===== src/rtl/gpio_fnmux_pkg.sv =====
package gpio_fnmux_pkg;
   // width of one pin's function-select field
   localparam int FSEL_W       = 2;
   // peripheral functions selectable besides GPIO
   localparam int ALT_FUNCS    = 3;
   // select fields packed into one select register
   localparam int PINS_PER_SEL = 4;
   // fixed offsets of the register map
   localparam int DATA_OFS     = 0;
   localparam int DIR_OFS      = 1;
   localparam int SEL_BASE_OFS = 2;

   typedef enum logic [FSEL_W-1:0] {
      FN_GPIO  = 2'd0,
      FN_ALT_A = 2'd1,
      FN_ALT_B = 2'd2,
      FN_ALT_C = 2'd3
   } fn_sel_e;

   function automatic int sel_reg_count(input int pins);
      return (pins + PINS_PER_SEL - 1) / PINS_PER_SEL;
   endfunction
endpackage


===== src/rtl/gpio_fnmux_sync.sv =====
module gpio_fnmux_sync #(
   parameter int W      = 8,
   parameter int STAGES = 2
) (
   input  logic         clk,
   input  logic         rst_n,
   input  logic [W-1:0] din,
   output logic [W-1:0] dout
);
   generate
      if (STAGES < 2) begin : g_bad_stages
         $error("gpio_fnmux_sync: STAGES must be at least 2");
      end
   endgenerate

   logic [W-1:0] stage_q [STAGES];

   generate
      for (genvar s = 0; s < STAGES; s++) begin : g_stage
         if (s == 0) begin : g_first
            always_ff @(posedge clk or negedge rst_n) begin
               if (!rst_n) stage_q[0] <= '0;
               else        stage_q[0] <= din;
            end
         end else begin : g_next
            always_ff @(posedge clk or negedge rst_n) begin
               if (!rst_n) stage_q[s] <= '0;
               else        stage_q[s] <= stage_q[s-1];
            end
         end
      end
   endgenerate

   assign dout = stage_q[STAGES-1];

   generate
      if (STAGES == 2) begin : g_lat_chk
         logic [1:0] since_rst;
         always_ff @(posedge clk or negedge rst_n) begin
            if (!rst_n)                since_rst <= '0;
            else if (since_rst != 2'd3) since_rst <= since_rst + 2'd1;
         end

         sync_latency_chk: assert property (@(posedge clk) disable iff (!rst_n)
            (since_rst >= 2'd2) |-> (dout == $past(din, 2)));
      end
   endgenerate
endmodule


===== src/rtl/gpio_fnmux_regs.sv =====
module gpio_fnmux_regs
   import gpio_fnmux_pkg::*;
#(
   parameter int          PINS       = 8,
   parameter int          DW         = 8,
   parameter int          AW         = 3,
   parameter logic [DW-1:0] UNLOCK_KEY = 8'h96
) (
   input  logic                 clk,
   input  logic                 rst_n,
   input  logic                 wr_en,
   input  logic                 rd_en,
   input  logic [AW-1:0]        addr,
   input  logic [DW-1:0]        wdata,
   input  logic [PINS-1:0]      pin_lvl,
   output logic [DW-1:0]        rdata,
   output logic [PINS-1:0]      data_q,
   output logic [PINS-1:0]      dir_q,
   output logic [PINS*FSEL_W-1:0] sel_q
);
   localparam int NSEL     = sel_reg_count(PINS);
   localparam int PROT_OFS = SEL_BASE_OFS + NSEL;

   generate
      if (PINS != DW) begin : g_bad_pins
         $error("gpio_fnmux_regs: PINS must equal DW");
      end
      if (PINS_PER_SEL * FSEL_W != DW) begin : g_bad_pack
         $error("gpio_fnmux_regs: one select register must fill DW bits");
      end
      if (PROT_OFS >= (1 << AW)) begin : g_bad_aw
         $error("gpio_fnmux_regs: AW too small for the register map");
      end
   endgenerate

   logic [DW-1:0] prot_q;
   logic          unlocked;

   assign unlocked = (prot_q == UNLOCK_KEY);

   always_ff @(posedge clk or negedge rst_n) begin
      if (!rst_n) begin
         data_q <= '0;
         dir_q  <= '0;
         prot_q <= '0;
      end else if (wr_en) begin
         if (addr == AW'(DATA_OFS)) data_q <= wdata;
         if (addr == AW'(DIR_OFS))  dir_q  <= wdata;
         if (addr == AW'(PROT_OFS)) prot_q <= wdata;
      end
   end

   generate
      for (genvar r = 0; r < NSEL; r++) begin : g_selreg
         always_ff @(posedge clk or negedge rst_n) begin
            if (!rst_n)
               sel_q[r*DW +: DW] <= '0;
            else if (wr_en && unlocked && addr == AW'(SEL_BASE_OFS + r))
               sel_q[r*DW +: DW] <= wdata;
         end
      end
   endgenerate

   always_comb begin
      rdata = '0;
      if (rd_en) begin
         if (addr == AW'(DATA_OFS)) rdata = pin_lvl;
         if (addr == AW'(DIR_OFS))  rdata = dir_q;
         if (addr == AW'(PROT_OFS)) rdata = prot_q;
         for (int r = 0; r < NSEL; r++) begin
            if (addr == AW'(SEL_BASE_OFS + r)) rdata = sel_q[r*DW +: DW];
         end
      end
   end


   sel_lock_chk: assert property (@(posedge clk) disable iff (!rst_n)
      (prot_q != UNLOCK_KEY) |=> $stable(sel_q));


   prot_write_chk: assert property (@(posedge clk) disable iff (!rst_n)
      (wr_en && addr == AW'(PROT_OFS)) |=> (prot_q == $past(wdata)));
endmodule


===== src/rtl/gpio_fnmux_pinmux.sv =====
module gpio_fnmux_pinmux
   import gpio_fnmux_pkg::*;
#(
   parameter int PINS = 8
) (
   input  logic [PINS*FSEL_W-1:0]    sel,
   input  logic [PINS-1:0]           gpio_dat,
   input  logic [PINS-1:0]           gpio_dir,
   input  logic [ALT_FUNCS*PINS-1:0] alt_out,
   input  logic [ALT_FUNCS*PINS-1:0] alt_oe,
   output logic [PINS-1:0]           pin_out,
   output logic [PINS-1:0]           pin_oe
);
   generate
      for (genvar i = 0; i < PINS; i++) begin : g_pin
         fn_sel_e fn;
         assign fn = fn_sel_e'(sel[i*FSEL_W +: FSEL_W]);
         always_comb begin
            unique case (fn)
               FN_ALT_A: begin
                  pin_out[i] = alt_out[0*PINS + i];
                  pin_oe[i]  = alt_oe[0*PINS + i];
               end
               FN_ALT_B: begin
                  pin_out[i] = alt_out[1*PINS + i];
                  pin_oe[i]  = alt_oe[1*PINS + i];
               end
               FN_ALT_C: begin
                  pin_out[i] = alt_out[2*PINS + i];
                  pin_oe[i]  = alt_oe[2*PINS + i];
               end
               default: begin
                  pin_out[i] = gpio_dat[i];
                  pin_oe[i]  = gpio_dir[i];
               end
            endcase
         end
      end
   endgenerate
endmodule


===== src/rtl/gpio_fnmux_port.sv =====
module gpio_fnmux_port
   import gpio_fnmux_pkg::*;
#(
   parameter int            PINS        = 8,
   parameter int            DW          = 8,
   parameter int            AW          = 3,
   parameter logic [DW-1:0] UNLOCK_KEY  = 8'h96,
   parameter int            SYNC_STAGES = 2
) (
   input  logic                       clk,
   input  logic                       rst_n,
   input  logic                       bus_wr,
   input  logic                       bus_rd,
   input  logic [AW-1:0]              bus_addr,
   input  logic [DW-1:0]              bus_wdata,
   output logic [DW-1:0]              bus_rdata,
   input  logic [PINS-1:0]            pin_in,
   output logic [PINS-1:0]            pin_out,
   output logic [PINS-1:0]            pin_oe,
   input  logic [ALT_FUNCS*PINS-1:0]  alt_out,
   input  logic [ALT_FUNCS*PINS-1:0]  alt_oe
);
   logic [PINS-1:0]        pin_lvl;
   logic [PINS-1:0]        data_q;
   logic [PINS-1:0]        dir_q;
   logic [PINS*FSEL_W-1:0] sel_q;

   gpio_fnmux_sync #(.W(PINS), .STAGES(SYNC_STAGES)) u_sync (
      .clk  (clk),
      .rst_n(rst_n),
      .din  (pin_in),
      .dout (pin_lvl)
   );

   gpio_fnmux_regs #(.PINS(PINS), .DW(DW), .AW(AW), .UNLOCK_KEY(UNLOCK_KEY)) u_regs (
      .clk    (clk),
      .rst_n  (rst_n),
      .wr_en  (bus_wr),
      .rd_en  (bus_rd),
      .addr   (bus_addr),
      .wdata  (bus_wdata),
      .pin_lvl(pin_lvl),
      .rdata  (bus_rdata),
      .data_q (data_q),
      .dir_q  (dir_q),
      .sel_q  (sel_q)
   );

   gpio_fnmux_pinmux #(.PINS(PINS)) u_pinmux (
      .sel     (sel_q),
      .gpio_dat(data_q),
      .gpio_dir(dir_q),
      .alt_out (alt_out),
      .alt_oe  (alt_oe),
      .pin_out (pin_out),
      .pin_oe  (pin_oe)
   );

   generate
      for (genvar i = 0; i < PINS; i++) begin : g_oe_chk

         input_hiz_chk: assert property (@(posedge clk) disable iff (!rst_n)
            (sel_q[i*FSEL_W +: FSEL_W] == '0 && !dir_q[i]) |-> !pin_oe[i]);
      end
   endgenerate
endmodule


===== config.mk =====
export PLATFORM = sky130hd
export DESIGN_NAME = gpio_fnmux_port
export DESIGN_NICKNAME = d
export VERILOG_FILES = /design/src/rtl/gpio_fnmux_pkg.sv /design/src/rtl/gpio_fnmux_sync.sv /design/src/rtl/gpio_fnmux_regs.sv /design/src/rtl/gpio_fnmux_pinmux.sv /design/src/rtl/gpio_fnmux_port.sv
export SDC_FILE = /design/constraint.sdc
export NUM_CORES = 1
export LEC_CHECK = 0
export BUFFER_PORTS_ARGS = -buffer_cell sky130_fd_sc_hd__buf_2
export CAP_MARGIN = 0
export CORE_MARGIN = 5
export CORE_UTILIZATION = 46
export DETAILED_ROUTE_END_ITERATION = 6
export PLACE_DENSITY_LB_ADDON = 0.3
export SYNTH_ARGS = -nofsm -noshare
export SYNTH_HDL_FRONTEND = slang
export SYNTH_HIERARCHICAL = 1
export SYNTH_SLANG_ARGS = --single-unit

===== constraint.sdc =====
create_clock -name clk -period 1.39 [get_ports clk]
set_input_delay 0.2085 -clock clk [delete_from_list [all_inputs] [get_ports clk]]
set_output_delay 0.2085 -clock clk [all_outputs]
set_load 0.05 [all_outputs]

======== Word level (Yosys, flattened, before mapping) ========
Index checks and enable logic that the tools add are counted.
cells by class
  equal/unequal tests ..................... 29
  mux-type cells .......................... 22
  reduce and logical (&&, ||, !) cells .... 7
operators by type and width
  kind                                                              count
  8-bit two-way mux                                                 6
  1-bit case mux with 3 select lines                                16
  2-bit == test (second input constant)                             16
  2-bit by 1-bit == test with 1-bit output (second input constant)  8
  8-bit == test (second input constant)                             1
  3-bit by 2-bit == test with 1-bit output (second input constant)  2
  2-bit AND reduction                                               3
  3-bit by 1-bit == test with 1-bit output (second input constant)  1
  3-bit == test (second input constant)                             1
  1-bit logical AND                                                 3
  3-bit logical NOT                                                 1
storage, ports and cells
  logic and storage cells ................. 65
  input bits .............................. 71
  output and inout bits ................... 24
  flip-flop bits (word level) ............. 56

======== Logic depth before layout (Yosys ltp) ========
  depth after elaboration ................. 7
  depth in mapped cells ................... 5
  mapped depth without buffers ............ 3

======== By module ========
The synthesis kept the hierarchy.
modules (own cells, without submodules)
  module             instances  cells an instance  area an instance (um2)  seq. area each (um2)
  gpio_fnmux_regs    1          158                2043.2                  1001.0
  gpio_fnmux_sync    1          24                 460.4                   400.4
  gpio_fnmux_pinmux  1          16                 420.4                   0.0

======== Worst setup path after synthesis ========
OpenSTA, ideal clock, no wires.
  path type ............................... input port to output port
  start point ............................. input port bus_addr[0]
  end point ............................... output port bus_rdata[0]
  buffers on the path ..................... 2
  required time ........................... 1.182 ns
  stages on the path ...................... 5
  path slack .............................. -0.088 ns
  data arrival time ....................... 1.270 ns
  cell sequence ........................... buf_6 -> clkbuf_1 -> o21ai_0 -> a21oi_1 -> o211a_1
on the way
  word-level cells in the longest chain between the ends .. 7
  elaborated cells on any way between the ends .. 11
  classes of those cells .................. eq/ne: 4; mux: 6; reduce/logical: 1
ends and longest elaborated chain
  what                   line                   text
  start, declared        gpio_fnmux_port.sv:14  input logic [AW-1:0] bus_addr,
  3-bit logical NOT      gpio_fnmux_regs.sv:67  if (addr == AW'(DATA_OFS)) rdata = pin_lvl;
  8-bit two-way mux      gpio_fnmux_regs.sv:67
  8-bit two-way mux      gpio_fnmux_regs.sv:68  if (addr == AW'(DIR_OFS)) rdata = dir_q;
  8-bit two-way mux      gpio_fnmux_regs.sv:69  if (addr == AW'(PROT_OFS)) rdata = prot_q;
  8-bit two-way mux      gpio_fnmux_regs.sv:71  if (addr == AW'(SEL_BASE_OFS + r)) rdata = sel_q[r*DW +: DW];
  8-bit two-way mux (*)  gpio_fnmux_regs.sv:71
  8-bit two-way mux (*)  gpio_fnmux_regs.sv:66  if (rd_en) begin
  end, declared          gpio_fnmux_port.sv:16  output logic [DW-1:0] bus_rdata,
Every way passes the cells marked *; elsewhere a longest branch is shown, timed or not.

======== Final worst setup path ========
  start point ............................. register u_regs.sel_q[4]
  end point ............................... output port bus_rdata[4]
on the way
  word-level cells in the longest chain between the ends .. 3
ends and longest elaborated chain
  what                             line                   text
  start, declared                  gpio_fnmux_regs.sv:19  output logic [PINS*FSEL_W-1:0] sel_q
  start signal, assigned by index  gpio_fnmux_regs.sv:59  sel_q[r*DW +: DW] <= wdata;
  8-bit two-way mux (2 in a row)   gpio_fnmux_regs.sv:71
  8-bit two-way mux                gpio_fnmux_regs.sv:66
Every way passes these cells.

==> flow_summary.json <==
{
  "run_status": "complete, but fails checks",
  "violations_in_the_final_reports": "setup timing",
  "synth.area.top_cells": "sky130_fd_sc_hd__dfrtp_1 48%, sky130_fd_sc_hd__mux2_2 18%, sky130_fd_sc_hd__mux4_1 14%",
  "remaining_global_route_overflow": 0,
  "clock_skew_ns": 0.0105,
  "timing.critical_path.arrival_ns": 1.56,
  "worst_hold_path_type": "input pin to flip-flop",
  "initial_core_util_pct": 46.6,
  "vias_per_cell": 5.33,
  "worst-path-buf-inv": 1,
  "crit_path_max_incr_delay_ns": 0.43,
  "htreeDepth": 2,
  "final_layout_size_suffix_gt1_share_pct": 68.2,
  "globalplace.congestion": 0.839,
  "postSynthAreaPerCell_um2": 14.8,
  "crit_path_top_delay_cell": "sky130_fd_sc_hd__dfrtp_1",
  "portBuffers": 94,
  "post-route-drc-count": 0,
  "design_area_mm2": 0.00420,
  "achievable_freq_mhz": 565,
  "floorplan.core_area_mm2": 0.00628,
  "drtIter0Drc": 114,
  "dr_total_vias": 2184,
  "number_of_global_route_vias_before_repair": 2383,
  "synth_cell_type_count": 27,
  "power.leakage_nw": 1.99,
  "cp_cell_sequence": "mux2_4 > o22a_1 > o221a_4 > buf_8",
  "synth_area_leader_cell": "sky130_fd_sc_hd__dfrtp_1",
  "grt_antenna_before_repair": 0,
  "critPathCaptureType": "output pin",
  "crit_fanout": 3,
  "cts-buffers-inserted": 5,
  "most-common-layout-cells": "70 x sky130_fd_sc_hd__buf_2, 53 x sky130_fd_sc_hd__dfrtp_1, 41 x sky130_fd_sc_hd__mux2_2, 31 x sky130_fd_sc_hd__buf_4, 23 x sky130_fd_sc_hd__buf_6",
  "worst_ep_required_time_ns": 1.18,
  "critical_path_class": "flip-flop to output pin",
  "synth_cells": 198,
  "io_pins": 95,
  "timing.max_slew.rel_slack_pct": 75.3,
  "drt-wirelength-per-cell_um": 18.0,
  "die_w_um": 89.7,
  "synth_seq_cells": 56,
  "tritoncts": "built",
  "fin_worst_hold_slack_ns": 0.191,
  "detail-route-antenna-nets": 0,
  "ratio_of_final_minimum_period_to_clock_period_pct": 127,
  "floorplan.die_area_mm2": 0.00805,
  "yosysSeqAreaShare_pct": 47.9,
  "finalSetupViolations": 40,
  "floorplan.rows": 29,
  "timing_worst_slew_pin_value_ns": 0.370,
  "grt_start_max_net_pins": 57,
  "met2RoutedLength_mm": 3.84,
  "sinks_on_clock_net": 56,
  "clkTransAtPathRegs_ns": 0.10,
  "layout.cells.most_common": "sky130_fd_sc_hd__buf_2",
  "synth_nets": 269,
  "peakVddDrop_uv": 709,
  "timing.critical_path.from_type": "flip-flop",
  "met1Wirelength_mm": 3.15,
  "die_height_um": 89.7,
  "instances_no_fill": 410,
  "p_total_mw": 4.69,
  "synth_top_cell_area_share_pct": 47.9,
  "combined_area_of_all_synthesized_cells_mm2": 0.00292,
  "post-route-util_pct": 67.0,
  "globalRouteTotalUtil_pct": 18.6,
  "routed.top_layer": "met4",
  "nets": 403,
  "num_antenna_cells": 0,
  "route.final.wire_length_mm": 7.36,
  "area_delta_synth_final_pct": 43.7,
  "pwr_density_cell_mw_per_mm2": 1110,
  "clock_tree.root_cell": "sky130_fd_sc_hd__clkbuf_8",
  "dr_wl_met3_um": 316,
  "global_route_wire_length_before_repair_mm": 12.3,
  "dp_worst_setup_slack_ns": -0.324,
  "slew_violations": 0,
  "final_critical_path_setup_slack_ns": -0.381,
  "dpl-instance-area_mm2": 0.00373,
  "rsz_0062_raised_after_global_routing": "yes",
  "dp_hpwl_mm": 5.30,
  "ctsLongestPathBuffers": 2,
  "cpLargestDelayFamily": "flip-flops",
  "drt_pass1_iterations": 4,
  "timing.final.hold_violations": 0,
  "worstSkewPairLatency_ns": 0.31,
  "finalWorstPathRequiredPeriod_ns": 1.77,
  "synth-edff-count": 0,
  "timing.max_cap.violations": 0,
  "synthFlopType": "sky130_fd_sc_hd__dfrtp_1",
  "numPlacedInstances": 386,
  "yosysWarningCount": 6,
  "tns_ns": -9.19,
  "async_flop_share_pct": 100
}
[registers in the layout, summed over array words and instances (netlist names)]
| name | count |
|---|---|
| u_sync/stage_q | 8 |
| u_sync/dout | 8 |
| u_regs/prot_q | 8 |
| u_regs/sel_q | 16 |
| u_regs/dir_q | 8 |
| u_regs/data_q | 8 |
[cells by family (layout without fill, tap and decap cells)]
logic type	after synthesis	in the layout	synth area share, %
AND/OR/NAND/NOR	22	22	6.42
AO/OA/AOI/OAI	31	31	7.87
multiplexers	64	64	32.8
buffers and inverters	25	160	4.96
flip-flops	56	56	47.9
[where the power goes]
group | total [mW] | internal, mW | switching [mW]
logic | 1.57 | 0.764 | 0.808
registers | 1.95 | 1.81 | 0.141
clock network | 1.16 | 0.636 | 0.524
total | 4.69 | 3.21 | 1.47
[metal layers]
layer	up-vias	GRT usage (%)
met5	-	0
met4	0	5.29
met3	5	3.34
met2	59	31.3
met1	1112	24.6
li1	1008	-
[cells in the mapped netlist, types with 2 or more instances]
cell type                  instances
sky130_fd_sc_hd__inv_1             7
sky130_fd_sc_hd__mux4_1           16
sky130_fd_sc_hd__buf_2             2
sky130_fd_sc_hd__buf_4             9
sky130_fd_sc_hd__o22a_1            7
sky130_fd_sc_hd__nand4_2           2
sky130_fd_sc_hd__a21oi_1          15
sky130_fd_sc_hd__nor4b_4           2
sky130_fd_sc_hd__mux2_2           47
sky130_fd_sc_hd__dfrtp_1          56
sky130_fd_sc_hd__buf_6             2
sky130_fd_sc_hd__clkbuf_1          4
sky130_fd_sc_hd__nand2_1           2
sky130_fd_sc_hd__nand2b_1          8
sky130_fd_sc_hd__o221a_2           7
[path summary, 6_finish.rpt]
check	slack, ns	startpoint	end	cells after the start
min reg2reg	0.35	u_sync/stage_q[14]	u_sync/dout[6]	0
min	0.19	bus_wdata[0]	u_regs/dir_q[0]	2
max	-0.38	u_regs/sel_q[4]	bus_rdata[4]	4
max in group asynchronous	0.70	rst_n	u_regs/sel_q[10]	3
min in group asynchronous	0.42	rst_n	u_regs/data_q[2]	3
max reg2reg	-0.15	u_regs/prot_q[0]	u_regs/sel_q[5]	5
[area by class of cell]
cell class / instances / area [µm²]
clock buffers: 7 / 96.3
multi-input cells: 117 / 1420
fillers: 474 / 2070
repair buffers: 145 / 1130
inverters: 7 / 26.3
well taps: 77 / 96.3
flip-flops and latches: 56 / 1410
clock inverters: 1 / 30.0
[worst register-to-register path, stage by stage (launching register included)]
cell and delay, ns:
sky130_fd_sc_hd__dfrtp_1 0.39, sky130_fd_sc_hd__buf_4 0.14, sky130_fd_sc_hd__and4b_2 0.31, sky130_fd_sc_hd__nand4_2 0.15, sky130_fd_sc_hd__buf_6 0.18, sky130_fd_sc_hd__mux2_2 0.26
[timing repair]
item,CTS,global route
hold buffers,8,1
endpoints found under the setup margin,40,40
endpoints found under the hold margin,63,1
setup buffers,5,2
pin swaps,16,6
gates resized for setup,81,14
(Power assumes the default switching activity.)
